`src/rtl/pwm_timer.sv`:
```
module pwm_timer (
  input  logic       clk,
  input  logic       rst_n,
  input  logic       tick,
  input  logic       we,
  input  logic       addr,
  input  logic [7:0] wdata,
  output logic [7:0] rdata,
  output logic       pwm_out
);
  logic       en_q;
  logic [1:0] presc_q;
  logic [6:0] duty_q;
  logic [7:0] cnt_q;

  wire        ctrl_wr = we && !addr;
  wire        duty_wr = we && addr;
  wire        en_nx   = ctrl_wr ? wdata[7] : en_q;
  wire  [7:0] wrap    = 8'h80 >> presc_q;
  wire  [7:0] inc     = cnt_q + 8'd1;
  wire  [7:0] cnt_nx  = ((inc & wrap) != 8'd0) ? 8'd0 : inc;
  wire        hit     = (cnt_nx & (wrap - 8'd1)) < {1'b0, duty_q};

  assign rdata = addr ? {1'b0, duty_q} : {en_q, 5'b0, presc_q};

  always_ff @(posedge clk) begin
    if (!rst_n) begin
      en_q    <= 1'b0;
      presc_q <= 2'd0;
      duty_q  <= 7'd0;
      cnt_q   <= 8'd0;
      pwm_out <= 1'b0;
    end else begin
      if (ctrl_wr) begin
        en_q    <= wdata[7];
        presc_q <= wdata[1:0];
      end
      if (duty_wr) duty_q <= wdata[6:0];
      if (!en_nx) begin
        cnt_q   <= 8'd0;
        pwm_out <= 1'b0;
      end else if (tick) begin
        cnt_q   <= cnt_nx;
        pwm_out <= hit;
      end
    end
  end
endmodule


```
`config.mk`:
```
export PLATFORM = sky130hd
export DESIGN_NAME = pwm_timer
export DESIGN_NICKNAME = d
export VERILOG_FILES = /design/src/rtl/pwm_timer.sv
export SDC_FILE = /design/constraint.sdc
export NUM_CORES = 1
export LEC_CHECK = 0
export BUFFER_PORTS_ARGS = -buffer_cell sky130_fd_sc_hd__buf_2
export CAP_MARGIN = 20
export CORE_ASPECT_RATIO = 1.4
export CORE_UTILIZATION = 35
export CTS_BUF_LIST = sky130_fd_sc_hd__clkbuf_4 sky130_fd_sc_hd__clkbuf_8
export CTS_CLUSTER_DIAMETER = 40
export DETAILED_ROUTE_END_ITERATION = 6
export PLACE_DENSITY = 0.6
export REMOVE_ABC_BUFFERS = 1
export SLEW_MARGIN = 10
export SYNTH_ARGS = -nofsm -noshare
export SYNTH_HDL_FRONTEND = slang
export SYNTH_SLANG_ARGS = --single-unit
export TNS_END_PERCENT = 5
```
`constraint.sdc`:
```
create_clock -name clk -period 3.2 [get_ports clk]
set_input_delay 0.64 -clock clk [delete_from_list [all_inputs] [get_ports clk]]
set_output_delay 0.64 -clock clk [all_outputs]
set_load 0.02 [all_outputs]
```
; ---- Word level (Yosys, flattened, before mapping)
; Index checks and enable logic that the tools add are counted.
[totals]
reg_bits = 19
latch_bits = 0
mem_bits_rw = 0
romBits = 0
inputBits = 13
out_inout_bits = 9
memories = 0
[op_classes]
add_sub_neg = 2
multipliers = 0
div = 0
n_lt_le_gt_ge = 1
n_eq_ne = 0
shift = 1
mux = 3
bitwise = 2
n_reduce_logical = 5
[ops]
columns = operator, count
row1 = bitwise AND 8 bit, 2
row2 = two-way mux 8 bit, 2
row3 = "adder 8 x 1 -> 8 bit, second input constant", 1
row4 = < comparator 8 x 7 -> 1 bit, 1
row5 = nonzero test 8 bit, 1
row6 = ">> shifter 8 x 2 -> 8 bit, first input constant", 1
row7 = "subtractor 8 x 1 -> 8 bit, second input constant", 1
row8 = logical AND 1 bit, 2
row9 = AND reduction 2 bit, 1
row10 = logical NOT 1 bit, 1
row11 = two-way mux 1 bit, 1

; ---- Depth between registers and ports, before layout
; Gate-level depths: netlist (run 1).
[depth]
depth_word = 6
ltp_mapped = 12
mapped_depth_nobuf = 12

; ---- Worst setup path after synthesis (run 1)
; Ideal clock, no wire load.
[synth_timing]
path_type = register to register
start = register cnt_q[0]
end = register pwm_out
t_arrival_ns = 2.544
required_time_ns = 3.114
setup_slack_ns = 0.571
path_stages_with_launch = 13
n_path_buf = 0
cell_sequence = dfxtp_1 ha_1 nand3_1 xor2_1 o211a_1 nand3_2 nor2_1 ha_1 nor2b_1 o21a_1 o21a_1 o21a_1 a211oi_1
[synth_between]
elab_chain_cells = 6
[synth_rtl]
columns = item, line
row1 = start: declaration, 14  ; logic [7:0] cnt_q;
row2 = start signal: assignment, 43  ; cnt_q <= cnt_nx;
row3 = adder 8 x 1 -> 8 bit (*), 20  ; wire [7:0] inc = cnt_q + 8'd1;
row4 = bitwise AND 8 bit, 21  ; wire [7:0] cnt_nx = ((inc & wrap) != 8'd0) ? 8'd0 : inc;
row5 = nonzero test 8 bit, 21
row6 = two-way mux 8 bit (*), 21
row7 = named net cnt_nx[1], 21
row8 = bitwise AND 8 bit (*), 22  ; wire hit = (cnt_nx & (wrap - 8'd1)) < {1'b0, duty_q};
row9 = < comparator 8 x 7 -> 1 bit (*), 22
row10 = end signal: assignment, 44  ; pwm_out <= hit;
row11 = end: declaration, 9  ; output logic pwm_out
; The timed path passes the listed nets; every way through them passes the cells marked *.
; A chain may end at the register's enable or synchronous reset.

; ---- Worst setup path after layout (run 1)
; Ends and elaborated chain as after synthesis.

==> impl_metrics.py, run 1 <==
metrics = {
    "synthesis": {
        "syn_area_um2": 1326,
        "syn-instance-count": 167,
        "ys_async_sr_fraction": 0,
        "avgSynthCellArea_um2": 7.942,
        "ys_ff_latch": 19,
        "ys.flop_type": "dfxtp_1",
        "ys_types": 43,
        "synth-seq-area-share": 0.2868,
        "yosysWarnings": 0,
        "synth_edf_count": 0,
    },
    "cells_and_area": {
        "area_growth_pct": 16.04,
        "instances_no_fill": 230,
        "final_layout_size_suffix_gt1_frac": 0.1915,
        "post-route-util": 0.4224,
        "fin_nets": 209,
        "antenna_cells": 0,
    },
    "critical_path": {
        "rr_startpoint": "cnt_q[0]",
        "crit_type": "flop to flop",
        "required_ns": 3.37,
        "reg2reg_to": "pwm_out",
        "critical_path_arrival_ns": 3.02,
        "critPathMaxFanout": 8,
        "r2r.worst_path.cells": 12,
        "reg2reg_slack_ns": 0.36,
        "start_kind": "flop",
        "end_kind": "flop",
    },
    "power": {
        "leakage_nw": 0.5903,
        "p_per_area_nw_per_um2": 317.0,
        "peakVddDrop_mv": 0.2114,
    },
    "drt": {
        "drc_errors": 0,
        "drt_first_pass_iters": 4,
        "wire_per_inst_um": 13.56,
        "antenna_left": 0,
        "viasPerCell": 5.457,
        "wl_um": 3119,
        "vias": 1255,
        "drt_iter0_drc": 28,
    },
    "placement": {
        "place_hpwl_um": 2360,
        "place_ws_ns": 0.2142,
        "portBuffers": 21,
        "placed_cells_incl_taps": 226,
        "gp_congestion": 0.8980,
    },
    "floorplan": {
        "initial_utilization": 0.3640,
        "num_io_pins": 22,
        "row_count": 26,
        "core-area_um2": 3643,
        "die_w_um": 54.03,
        "die_area_um2": 4043,
        "die_y_um": 74.84,
    },
    "global_route": {
        "grt_pass1_vias": 1107,
        "grtUsageTotal": 0.1715,
        "grt_max_degree": 19,
        "grt_pass1_wl_um": 5175,
        "overflow": 0,
        "antenna_found_initial": 0,
    },
    "sta": {
        "setup_slack_ns": 0.3587,
        "fin_crit_sh": 0.8879,
        "tns_ns": 0,
        "setup_viol": 0,
        "maxSlewViolCount": 0,
        "period_needed_ns": 2.841,
        "hold_violations": 0,
        "skew_ns": 0.006880,
        "fmax_mhz": 352.0,
        "relSlewSlack": 0.7130,
        "rsz0062_at_grt": "no",
        "tightest_slew_ns": 0.4286,
    },
    "clock_tree": {
        "cts_resized": 0,
        "clock-root-buffer": "clkbuf_8",
        "path_clk_slew_ns": 0.08,
        "cts_setup_buffers": 0,
        "htree_levels": 1,
        "cts_tree": "built",
        "cts_buffers": 3,
        "clock-sinks": 19,
        "holdBufCountCts": 0,
        "clock_latency_ns": 0.26,
        "clockBufferDepth": 2,
    },
    "run_status": {
        "status": "finished clean",
    },
    "job": {
        "drv_cap": 0,
    },
    "hold_path": {
        "hold_path.class": "flop to flop",
        "min-delay-start": "duty_q[6]",
        "hold_depth": 2,
        "worst_hold_path.endpoint": "duty_q[6]",
    },
}
-- power by group --
| group | switching, mW | leakage [nW] | internal (mW) |
|---|---|---|---|
| sequential | 0.00616 | 0.154 | 0.243 |
| clock | 0.0892 | 0.0255 | 0.0866 |
| combinational | 0.0348 | 0.410 | 0.0285 |
-- stage by stage --
stage          power [mW]  instance area, um^2  hold slack [ns]
2_1_floorplan      0.2919                 1297           0.4519
6_report           0.4879                 1539           0.4752
3_3_place_gp       0.3191                 1478           0.4627
5_1_grt            0.5109                 1539           0.4997
3_5_place_dp       0.3181                 1478           0.4692
4_1_cts            0.4908                 1524           0.4806
-- how the worst max path moves through the flow --
stage	startpoint	endpoint	slack, ns	depth (start not counted)
after floorplan	cnt_q[0]	pwm_out	0.57	12
after global placement	cnt_q[0]	pwm_out	0.33	12
after detailed placement	cnt_q[0]	pwm_out	0.21	12
after CTS	cnt_q[0]	pwm_out	0.17	12
after global routing	cnt_q[0]	pwm_out	0.04	12
final	cnt_q[0]	pwm_out	0.36	12
-- Yosys cell counts, types with 2 or more instances --
library cell	count	area, um^2
o2111ai_1	2	17.52
inv_1	9	33.78
nand3_1	10	50.05
nor2b_1	7	43.79
a21boi_0	7	52.55
buf_2	2	10.01
and2_1	5	31.28
nor2_1	11	41.29
xnor2_1	2	17.52
or4_1	4	30.03
nand2_1	15	56.30
a21oi_1	4	20.02
nor3_1	3	15.01
ha_1	7	87.58
o21a_1	6	45.04
nand4_1	7	43.79
clkbuf_1	5	18.77
dfxtp_1	19	380.4
a31oi_1	4	25.02
nand2b_1	9	56.30
mux2i_1	2	20.02
o21ai_0	4	20.02
xor2_1	2	17.52
o21ai_2	2	17.52
-- cells in the final DEF, fill, tap and decap left out, types with 4 or more instances in the layout --
cell,instances
buf_2,21
dfxtp_1,19
nand2_1,15
nor2_1,11
nand3_1,10
inv_1,9
nand2b_1,9
nand4_1,7
nor2b_1,7
a21boi_0,7
ha_1,7
o21a_1,6
and2_1,5
or4_1,4
o21ai_0,4
a31oi_1,4
a21oi_1,4
-- state kept, by name (all words and copies together), names as in the netlist --
register	count
presc_q	2
cnt_q	8
duty_q	7
pwm_out	1
en_q	1
-- per-layer routing --
layer  routed length, um  vias up  track usage
met1                1401      563       0.2174
met3                 168        6      0.02626
met5                   0        -            0
li1                    -      637            -
met2                1495       49       0.2977
met4                  53        0      0.04274
-- worst max-delay path: stages (launching register included) --
cell      delay (ns)
dfxtp_1         0.46
ha_1            0.29
nand3_1         0.14
xor2_2          0.25
o211a_4         0.26
nand3_2         0.17
nor2_1          0.14
ha_1            0.25
nor2b_1         0.13
o21a_1          0.16
o21a_1          0.16
o21a_1          0.16
a211oi_1        0.19
-- area by class of cell --
cell class | count | area (um^2)
multi-input cells | 132 | 898.4
repair buffers | 24 | 127.6
clock buffers | 3 | 41.29
well taps | 42 | 52.55
fillers | 384 | 2105
clock inverters | 1 | 5.005
inverters | 9 | 33.78
flip-flops and latches | 19 | 380.4
-- kinds of logic after synthesis --
logic type               share of synthesized area
adder cells (fa/ha/maj)                    0.06603
flip-flops                                  0.2868
buffers and inverters                      0.04717
XOR/XNOR                                   0.02642
multiplexers                               0.02358
AND/OR/NAND/NOR                             0.3528
AO/OA/AOI/OAI                               0.1972
(Power assumes the default switching activity.)
==> run 2, diff against run 1 <==
--- a/config.mk
+++ b/config.mk
@@ -7,12 +7,14 @@
 export LEC_CHECK = 0
 export BUFFER_PORTS_ARGS = -buffer_cell sky130_fd_sc_hd__buf_2
 export CAP_MARGIN = 20
+export CELL_PAD_IN_SITES_DETAIL_PLACEMENT = 1
+export CELL_PAD_IN_SITES_GLOBAL_PLACEMENT = 1
 export CORE_ASPECT_RATIO = 1.4
 export CORE_UTILIZATION = 35
 export CTS_BUF_LIST = sky130_fd_sc_hd__clkbuf_4 sky130_fd_sc_hd__clkbuf_8
 export CTS_CLUSTER_DIAMETER = 40
 export DETAILED_ROUTE_END_ITERATION = 6
-export PLACE_DENSITY = 0.6
+export PLACE_DENSITY = 0.75
 export REMOVE_ABC_BUFFERS = 1
 export SLEW_MARGIN = 10
 export SYNTH_ARGS = -nofsm -noshare
==> run 2 against run 1 <==
Compared with the run above:
- global-route usage rose by 4.6 points
- hold slack improved by 0.011 ns
- largest cell class unchanged
- die area did not move
- worst setup slack got worse by 0.17 ns
- critical endpoint unchanged
- core utilization fell by 0.34 points
- non-clock buffer count fell by 1
- sequential power barely moved
==> impl_metrics.py, run 2 (same netlist as run 1, synthesis figures left out) <==
metrics = {
    "global_route": {
        "grt_pass1_vias": 1361,
        "grtUsageTotal": 0.2174,
        "grt_max_degree": 19,
        "antenna_found_initial": 0,
        "overflow": 0,
        "grt_pass1_wl_um": 6230,
    },
    "critical_path": {
        "crit_type": "flop to flop",
        "crit_path_frequent_cell": "o21a_1",
        "required_ns": 3.38,
        "crit_chain": "nand4_1 > o21a_1 > o21ai_2 > nand3_2 > nor2_1 > ha_1 > nor2b_1 > o21a_1 > o21a_1 > o21a_1 > a211oi_1",
        "start_kind": "flop",
        "crit_path_top_delay_cell": "dfxtp_1",
        "critPathMaxFanout": 8,
        "critical_path_arrival_ns": 3.18,
        "end_kind": "flop",
        "cp_slowest_stage_delay_ns": 0.50,
    },
    "floorplan": {
        "initial_utilization": 0.3640,
        "die_area_um2": 4043,
        "num_io_pins": 22,
        "core-area_um2": 3643,
        "row_count": 26,
        "die_w_um": 54.03,
        "die_y_um": 74.84,
    },
    "sta": {
        "relSlewSlack": 0.6989,
        "skew_ns": 0.004718,
        "hold_violations": 0,
        "period_needed_ns": 3.007,
        "tightest_slew_ns": 0.4516,
        "maxSlewViolCount": 0,
        "rsz0062_at_grt": "no",
        "fmax_mhz": 332.6,
        "fin_crit_sh": 0.9396,
        "tns_ns": 0,
        "setup_slack_ns": 0.1932,
        "setup_viol": 0,
    },
    "placement": {
        "gp_congestion": 0.8304,
        "place_hpwl_um": 3090,
        "portBuffers": 21,
        "place_ws_ns": 0.2388,
        "post_dp_cell_area_um2": 1470,
    },
    "clock_tree": {
        "clock-root-buffer": "clkbuf_8",
        "clock-sinks": 19,
        "htree_levels": 1,
        "clock_latency_ns": 0.26,
        "path_clk_slew_ns": 0.07,
        "cts_tree": "built",
        "cts_buffers": 3,
        "clockBufferDepth": 2,
    },
    "power": {
        "peakVddDrop_mv": 0.2036,
        "p_per_area_nw_per_um2": 330.2,
        "leakage_nw": 0.5853,
    },
    "drt": {
        "drt_iter0_drc": 20,
        "vias": 1315,
        "wl_um": 3975,
        "drt_first_pass_iters": 4,
        "viasPerCell": 5.742,
        "antenna_left": 0,
        "wire_per_inst_um": 17.36,
        "drc_errors": 0,
    },
    "cells_and_area": {
        "area_growth_pct": 15.09,
        "post-route-util": 0.4190,
        "largest_register_ff_count": 8,
        "final_area_um2": 1526,
        "largest_registers": "cnt_q (8), duty_q (7), presc_q (2)",
        "final_cell_mix": "buf_2, dfxtp_1, nand2_1",
        "antenna_cells": 0,
        "regMostFlops": "cnt_q",
        "fin_nets": 208,
        "final_layout_size_suffix_gt1_frac": 0.1818,
        "final_common_cell": "buf_2",
    },
    "job": {
        "drv_cap": 0,
    },
    "hold_path": {
        "hold_path.class": "flop to flop",
    },
    "run_status": {
        "status": "finished clean",
    },
}
[run 2: changes by cell type in the layout (fill, tap and decap cells not counted)]
cell      delta
clkbuf_4     +1
o211a_1      +1
buf_4        -1
clkinv_2     -1
o211a_4      -1
[run 2: power breakdown]
| group | switching [mW] | leakage, nW | internal (mW) |
|---|---|---|---|
| Combinational | 0.0395 | 0.405 | 0.0287 |
| Sequential | 0.00626 | 0.154 | 0.243 |
| Clock | 0.0895 | 0.0262 | 0.0974 |
| Total | 0.135 | 0.585 | 0.369 |
[run 2: metrics by stage]
step           std cells  hold WS, ns  total power, mW
6_report             229       0.4858           0.5040
5_1_grt              229       0.5207           0.5247
4_1_cts              229       0.4895           0.5061
3_5_place_dp         225       0.4790           0.3228
3_3_place_gp         225       0.4682           0.3184
2_1_floorplan        160       0.4519           0.2919
[run 2: repair_timing]
| action | CTS | global route |
|---|---|---|
| setup buffers | 0 | 0 |
| endpoints found under the setup margin | 0 | 1 |
| hold buffers | 0 | 0 |
| resized for setup | 0 | 1 |
[run 2: final timing paths]
kind / slack [ns] / startpoint / endpoint / cells past startpoint
setup / recovery: 0.19 / cnt_q[5] / pwm_out / 11
hold / removal: 0.49 / duty_q[5] / duty_q[5] / 2
setup reg to reg: 0.19 / cnt_q[5] / pwm_out / 11
hold reg to reg: 0.49 / duty_q[5] / duty_q[5] / 2
[run 2: layout make-up]
type                            count  area [um^2]
Fill cell                         462         2117
Sequential cell                    19        380.4
Timing Repair Buffer               23        120.1
Multi-Input combinational cell    132        890.9
Tap cell                           42        52.55
Clock buffer                        4        48.80
Inverter                            9        33.78
[run 2: per-layer routing]
layer	global-route usage	share of wire	routed length, um	up-vias
li1	-	-	-	635
met1	0.2332	0.40	1602	633
met2	0.4074	0.55	2170	41
met3	0.02424	0.030	118	6
met4	0.1026	0.021	84	0
met5	0	0	0	-
[run 2: critical path: cells and delay by family, from the launching register on]
family          cells  cell delay [ns]
fa+ha+maj           1             0.26
compound gates      6             1.39
flops               1             0.50
simple gates        4             0.78
